### src/rtl/nibsel_pkg.sv
package nibsel_pkg;

  localparam int NIBBLES     = 14;
  localparam int NIB_W       = 4;
  localparam int PTR_W       = $clog2(NIBBLES);
  localparam int EXP_DIGITS  = 2;
  localparam int WORD_W      = NIBBLES * NIB_W;
  localparam int MAX_DIGIT   = 9;
  localparam int XSIGN_POS   = EXP_DIGITS;
  localparam int MSIGN_POS   = NIBBLES - 1;
  localparam logic [PTR_W-1:0] PTR_MAX = PTR_W'(NIBBLES - 1);

  typedef enum logic [2:0] {
    OP_NOP   = 3'd0,
    OP_LDP   = 3'd1,
    OP_INCP  = 3'd2,
    OP_DECP  = 3'd3,
    OP_TSTNE = 3'd4,
    OP_LDC   = 3'd5
  } opCode_e;

  typedef enum logic [2:0] {
    FS_PTR   = 3'd0,
    FS_WTP   = 3'd1,
    FS_XSGN  = 3'd2,
    FS_EXP   = 3'd3,
    FS_MSGN  = 3'd4,
    FS_MANT  = 3'd5,
    FS_MSS   = 3'd6,
    FS_WORD  = 3'd7
  } fieldSel_e;

  typedef struct packed {
    logic             ldP;
    logic             incP;
    logic             decP;
    logic             testNe;
    logic             ldConst;
    logic [PTR_W-1:0] imm;
    logic [NIB_W-1:0] digit;
  } ptrStrobe_t;

endpackage

### src/rtl/nibsel_ctrl.sv
module nibsel_ctrl
  import nibsel_pkg::*;
(
  input  logic             opValid,
  input  logic [2:0]       opCode,
  input  logic [PTR_W-1:0] immVal,
  input  logic [NIB_W-1:0] digitIn,
  output ptrStrobe_t       strb
);

  logic immOk;
  logic digitOk;

  assign immOk   = (immVal <= PTR_MAX);
  assign digitOk = (digitIn <= NIB_W'(MAX_DIGIT));

  always_comb begin
    strb       = '0;
    strb.imm   = immVal;
    strb.digit = digitIn;
    if (opValid) begin
      case (opCode_e'(opCode))
        OP_LDP:   strb.ldP     = immOk;
        OP_INCP:  strb.incP    = 1'b1;
        OP_DECP:  strb.decP    = 1'b1;
        OP_TSTNE: strb.testNe  = 1'b1;
        OP_LDC:   strb.ldConst = digitOk;
        default:  strb         = strb;
      endcase
    end
  end

endmodule

### src/rtl/nibsel_mask.sv
module nibsel_mask
  import nibsel_pkg::*;
(
  input  logic               clk,
  input  logic               rstN,
  input  logic [2:0]         fieldSel,
  input  logic [PTR_W-1:0]   ptr,
  output logic [NIBBLES-1:0] maskO
);

  for (genvar gi = 0; gi < NIBBLES; gi++) begin : g_nib
    logic nibSel;
    always_comb begin
      case (fieldSel_e'(fieldSel))
        FS_PTR:  nibSel = (ptr == PTR_W'(gi));
        FS_WTP:  nibSel = (PTR_W'(gi) <= ptr);
        FS_XSGN: nibSel = (gi == XSIGN_POS);
        FS_EXP:  nibSel = (gi < EXP_DIGITS);
        FS_MSGN: nibSel = (gi == MSIGN_POS);
        FS_MANT: nibSel = (gi > XSIGN_POS) && (gi < MSIGN_POS);
        FS_MSS:  nibSel = (gi > XSIGN_POS);
        default: nibSel = 1'b1;
      endcase
    end
    assign maskO[gi] = nibSel;
  end

  // the pointer field enables exactly one nibble
  a_r3_ptr_single: assert property (@(posedge clk) disable iff (!rstN)
    (fieldSel == FS_PTR) |-> ($countones(maskO) == 1));

  // word-through-pointer enables P+1 nibbles, starting at nibble 0
  a_r3_wtp_count: assert property (@(posedge clk) disable iff (!rstN)
    (fieldSel == FS_WTP) |-> (($countones(maskO) == int'(ptr) + 1) && maskO[0]));

  // whole word enables all nibbles
  a_r2_word_full: assert property (@(posedge clk) disable iff (!rstN)
    (fieldSel == FS_WORD) |-> (&maskO));

endmodule

### src/rtl/nibsel_datapath.sv
module nibsel_datapath
  import nibsel_pkg::*;
(
  input  logic               clk,
  input  logic               rstN,
  input  ptrStrobe_t         strb,
  output logic [PTR_W-1:0]   ptrQ,
  output logic               flagQ,
  output logic               ldWrEn,
  output logic [NIBBLES-1:0] ldWrMask,
  output logic [WORD_W-1:0]  ldWrData
);

  logic [PTR_W-1:0] ptrUp;
  logic [PTR_W-1:0] ptrDn;
  logic             anyStrobe;

  assign ptrUp     = (ptrQ == PTR_MAX) ? '0 : ptrQ + PTR_W'(1);
  assign ptrDn     = (ptrQ == '0) ? PTR_MAX : ptrQ - PTR_W'(1);
  assign anyStrobe = strb.ldP | strb.incP | strb.decP | strb.testNe | strb.ldConst;

  always_ff @(posedge clk or negedge rstN) begin
    if (!rstN) begin
      ptrQ <= '0;
    end else if (strb.ldP) begin
      ptrQ <= strb.imm;
    end else if (strb.incP) begin
      ptrQ <= ptrUp;
    end else if (strb.decP || strb.ldConst) begin
      ptrQ <= ptrDn;
    end
  end

  always_ff @(posedge clk or negedge rstN) begin
    if (!rstN) begin
      flagQ <= 1'b0;
    end else if (strb.testNe) begin
      flagQ <= (ptrQ != strb.imm);
    end
  end

  assign ldWrEn = strb.ldConst;

  for (genvar gi = 0; gi < NIBBLES; gi++) begin : g_wr
    logic hit;
    assign hit = strb.ldConst && (ptrQ == PTR_W'(gi));
    assign ldWrMask[gi] = hit;
    assign ldWrData[gi*NIB_W +: NIB_W] = hit ? strb.digit : '0;
  end

  // pointer stays inside the register
  a_r3_ptr_range: assert property (@(posedge clk) disable iff (!rstN)
    ptrQ <= PTR_MAX);

  // load takes the immediate
  a_r4_load: assert property (@(posedge clk) disable iff (!rstN)
    strb.ldP |=> (ptrQ == $past(strb.imm)));

  // increment wraps from the top
  a_r5_inc_wrap: assert property (@(posedge clk) disable iff (!rstN)
    (strb.incP && ptrQ == PTR_MAX) |=> (ptrQ == '0));

  // decrement wraps from zero
  a_r6_dec_wrap: assert property (@(posedge clk) disable iff (!rstN)
    ((strb.decP || strb.ldConst) && ptrQ == '0) |=> (ptrQ == PTR_MAX));

  // flag holds without a test
  a_r7_flag_hold: assert property (@(posedge clk) disable iff (!rstN)
    !strb.testNe |=> $stable(flagQ));

  // load constant steps the pointer down by one
  a_r8_ldc_step: assert property (@(posedge clk) disable iff (!rstN)
    (strb.ldConst && ptrQ != '0) |=> (ptrQ == $past(ptrQ) - PTR_W'(1)));

  // write touches exactly one nibble
  a_r8_single_write: assert property (@(posedge clk) disable iff (!rstN)
    ldWrEn |-> ($countones(ldWrMask) == 1));

  // no strobe leaves state alone
  a_r10_idle: assert property (@(posedge clk) disable iff (!rstN)
    !anyStrobe |=> ($stable(ptrQ) && $stable(flagQ)));

  // at most one strobe per cycle
  a_r10_one_strobe: assert property (@(posedge clk) disable iff (!rstN)
    $onehot0({strb.ldP, strb.incP, strb.decP, strb.testNe, strb.ldConst}));

endmodule

### src/rtl/nibble_field_sel.sv
module nibble_field_sel
  import nibsel_pkg::*;
(
  input  logic               clk,
  input  logic               rstN,
  input  logic               opValid,
  input  logic [2:0]         opCode,
  input  logic [2:0]         fieldSel,
  input  logic [PTR_W-1:0]   immVal,
  input  logic [NIB_W-1:0]   digitIn,
  output logic [NIBBLES-1:0] fieldMask,
  output logic [PTR_W-1:0]   ptrOut,
  output logic               testFlag,
  output logic               ldWrEn,
  output logic [NIBBLES-1:0] ldWrMask,
  output logic [WORD_W-1:0]  ldWrData
);

  ptrStrobe_t strb;

  nibsel_ctrl u_ctrl (
    .opValid (opValid),
    .opCode  (opCode),
    .immVal  (immVal),
    .digitIn (digitIn),
    .strb    (strb)
  );

  nibsel_datapath u_dp (
    .clk      (clk),
    .rstN     (rstN),
    .strb     (strb),
    .ptrQ     (ptrOut),
    .flagQ    (testFlag),
    .ldWrEn   (ldWrEn),
    .ldWrMask (ldWrMask),
    .ldWrData (ldWrData)
  );

  nibsel_mask u_mask (
    .clk      (clk),
    .rstN     (rstN),
    .fieldSel (fieldSel),
    .ptr      (ptrOut),
    .maskO    (fieldMask)
  );

endmodule

### config.mk
export PLATFORM = sky130hd
export DESIGN_NAME = nibble_field_sel
export DESIGN_NICKNAME = d
export VERILOG_FILES = /design/src/rtl/nibsel_pkg.sv /design/src/rtl/nibsel_ctrl.sv /design/src/rtl/nibsel_mask.sv /design/src/rtl/nibsel_datapath.sv /design/src/rtl/nibble_field_sel.sv
export SDC_FILE = /design/constraint.sdc
export NUM_CORES = 1
export LEC_CHECK = 0
export ABC_AREA = 1
export BUFFER_PORTS_ARGS = -buffer_cell sky130_fd_sc_hd__buf_4
export CAP_MARGIN = 40
export CORE_ASPECT_RATIO = 2
export CORE_MARGIN = 2
export CORE_UTILIZATION = 46
export DETAILED_ROUTE_END_ITERATION = 7
export PLACE_DENSITY = 0.88
export SETUP_SLACK_MARGIN = 0.15
export SKIP_CTS_REPAIR_TIMING = 1
export SLEW_MARGIN = 10
export SYNTH_ARGS = -nofsm -noshare
export SYNTH_HDL_FRONTEND = slang
export SYNTH_SLANG_ARGS = --single-unit
export TNS_END_PERCENT = 1
### constraint.sdc
create_clock -name clk -period 3.15 [get_ports clk]
set_clock_uncertainty 0.1 [all_clocks]
set_input_delay 0.1575 -clock clk [delete_from_list [all_inputs] [get_ports clk]]
set_output_delay 0.1575 -clock clk [all_outputs]
set_load 0.05 [all_outputs]
==> impl_results.md <==
- Leak Pwr: roughly 0.0013 uW
- Required @ worst endpoint: between 2 and 3 ns
- Synth Cell Area: approximately 1500 um^2
- Fin util: roughly two thirds
- Sw Pwr: approximately 670 uW
- Pre-Repair DR Iteration Count: 4
- Post-route setup slack: around 0.85 ns
- Combinational family with the most area after synthesis: simple AND/OR/NAND/NOR gates
- Initial antenna violation count: 0
- Reg2reg end: u_dp.ptrQ[2]
- First-pass GRT wire length: ~7.7 mm
- Skew-Pair Late Insertion Delay: 0.22 ns
- Crit path to: ldWrData[3]
- Worst Tran Pin Value: roughly 0.55 ns
- Simple-gate share of the synthesized area: about 48%
- Cells after Synth: slightly below 300
- Clk sinks: 5
- # nets final: 385
- Sequential fraction of design power: around 17%
- Vias: between 2000 and 2500
- Adder-Cell Fraction of Synth Area: under 10%
- Hold_ws: about 0.19 ns
- Min-Delay Path Class: in -> async
- Post-synthesis sequential area ratio: 8.150%
- Sw Ratio: about three fifths
- RSZ-0062 raised after global routing: no
- Syn nets: approximately 310
- Layout overhead on the synthesized area: 40.67%
- Crit path launch: u_dp.ptrQ[0]
- Final period utilization: 73.10%
- TNS Setup: 0 ns
- Power per standard cell area: just over 500 nW/um^2
- Critical Path Start Type: flop
- Row count: 29
- Gp weighted congestion: 0.9287
- Crit-path max FO: 9
- Max-Cap Viols: 0
- Vias per Instance: between 5 and 6
- Fin crit period: between 2 and 2.5 ns
- # diodes: 0
- Post-detailed-placement half-perimeter wirelength: approximately 4.3 mm
- Crit Path Class: reg -> out
- FF/Latch Area: roughly 130 um^2
- Unique cell type count in the Yosys netlist: 30
- Die Y: approximately 86 um
- Internal: between 400 and 500 uW
- Final antenna-violating net count: 0
- Number of synthesized flops with an enable pin: 0
- Vias in the first global route: around 1800
- Clock root buffer: clkbuf_8
- Pre-CTS setup slack: between 1 and 1.5 ns
- Comb power frac: approximately 73%
- Mux cell area share after synthesis: 0%
- R2R cell count: 10
- Full die area: slightly below 4000 um^2
- Post-synthesis compound-gate area fraction: around 8.7%
- Die X: around 45 um
- Top_reg_cell synth: dfrtp_1
- Boundary pin count: ~110
- Routed len/inst: 12.82 um
- Initial Util: about half
- Share of layout cells above drive strength 1: a little over a third
- CTS tree: built
- Worst slew margin: a little under two thirds
- CTS clk-pin slew, worst paths: roughly 0.030 ns
- Post-Synth XOR/XNOR Area: between 2 and 3%
- CP Capture Type: output pin
- Core ar.: roughly 3200 um^2
- Footprint of the multi-input gates: ~980 um^2
- #FFs+latches synth: 5
- Fin. Hold Viols: 0
- Avg Inst Size Synth: between 5 and 6 um^2
- H-tree lvl count: 1
- DR DRC count: 0
- Fin. max-slew vios: 0
- Max frequency: between 400 and 500 MHz
- Total GRT Usage: between 20% and 30%
- Starting DRT DRC Count: 48
- Reg-to-reg slack, setup: around 1.2 ns
- Layout fillers: approximately 330
- Number of CTS-inserted buffers: 3
- Final wirelength: approximately 5.0 mm
- Reg2reg start: u_dp.ptrQ[0]
- Final number of setup-violating endpoints: 0
- Run status: complete, no violations
- VDD IR max: 0.6805 mV
- Synth async-reset ratio: 100.0%
- Clock network fraction of design power: around a tenth
- GR Overflow Total: 0
- CTS max path bufs: 2
- Port-buffer cells: 106
- Synth warn: 0
- Largest net degree at the start of global routing: 15
- WP data arrival: slightly above 2 ns
flip-flops by register name, summed over array words and instances, names as in the netlist:
register	count
u_dp.flagQ	1
u_dp.ptrQ	4
placed cells by master (no fill, tap or decap), drive strengths merged:
cell           n
dfrtp          5
o2111ai        1
o311ai         1
nor3           2
clkinv         1
a21o           1
o221ai         2
o21ai          7
a21oi          3
xnor2          3
xor2           2
inv           43
or2            2
buf          106
nand3         25
nand4          3
dlygate4sd3    1
clkbuf         4
nor2          83
o211ai         5
nand2         57
ha             5
critical path: stages, from the launching register on:
cell     delay [ns]
dfrtp_1        0.47
inv_1          0.26
ha_1           0.36
nand2_1        0.17
nor2_2         0.15
inv_1          0.11
nor2_1         0.10
buf_4          0.21
routing by layer:
metal / track usage, % / up-vias / part of all wire (%)
li1: - / 1013 / -
met1: 21.39 / 870 / 31
met2: 51.12 / 101 / 57
met3: 2.947 / 27 / 6.6
met4: 17.91 / 0 / 5.2
met5: 0 / - / 0
kinds of logic (layout without fill, tap and decap cells):
family,after synthesis,count (layout)
buf+inv,82,155
simple gates,172,172
compound gates,20,20
flops,5,5
fa+ha+maj,5,5
xor+xnor,5,5
stage by stage:
step	cells	area, um^2	total power, uW
after global routing	393	2160	1167
after detailed placement	388	2105	968.2
after global placement	388	2105	959.1
final	393	2160	1094
after CTS	392	2150	1090
after floorplan	289	1535	804.1
cell type report:
type / count / area share [%]
tap: 31 / 1.796
timing repair buffer: 107 / 37.31
sequential: 5 / 5.794
clock buffer: 4 / 2.086
multi-input combinational: 202 / 45.37
inverter: 44 / 7.648
cells in the mapped netlist, types with 2 or more instances:
library cell / instances / area, um^2
clkbuf_1: 5 / 18.77
buf_2: 2 / 10.01
nand2_1: 56 / 210.2
o211ai_1: 5 / 37.54
o21ai_0: 6 / 30.03
xor2_1: 2 / 17.52
nor3_1: 2 / 10.01
nand3_1: 24 / 120.1
buf_4: 30 / 225.2
xnor2_1: 3 / 26.28
o221ai_1: 2 / 17.52
nor2_4: 2 / 22.52
inv_2: 6 / 22.52
nor2_2: 10 / 62.56
ha_1: 5 / 62.56
dfrtp_1: 5 / 125.1
nor2_1: 71 / 266.5
nand4_1: 3 / 18.77
inv_1: 37 / 138.9
a21oi_1: 3 / 15.01
worst min-delay path by stage:
stage | end | start | cells past startpoint
4_1_cts | u_dp.ptrQ[2] | rstN | 1
2_1_floorplan | u_dp.flagQ | rstN | 0
3_3_place_gp | u_dp.flagQ | rstN | 1
6_report | u_dp.ptrQ[2] | rstN | 2
5_1_grt | u_dp.ptrQ[3] | rstN | 2
3_5_place_dp | u_dp.ptrQ[2] | rstN | 1
power by group through the flow:
| stage | registers, uW | logic [uW] | clock network [uW] |
|---|---|---|---|
| 2_1_floorplan | 218 | 586 | 0 |
| 3_3_place_gp | 179 | 780 | 0 |
| 3_5_place_dp | 181 | 787 | 0 |
| 4_1_cts | 181 | 789 | 120 |
| 5_1_grt | 191 | 850 | 126 |
| 6_report | 182 | 795 | 117 |
(Power assumes the default switching activity.)
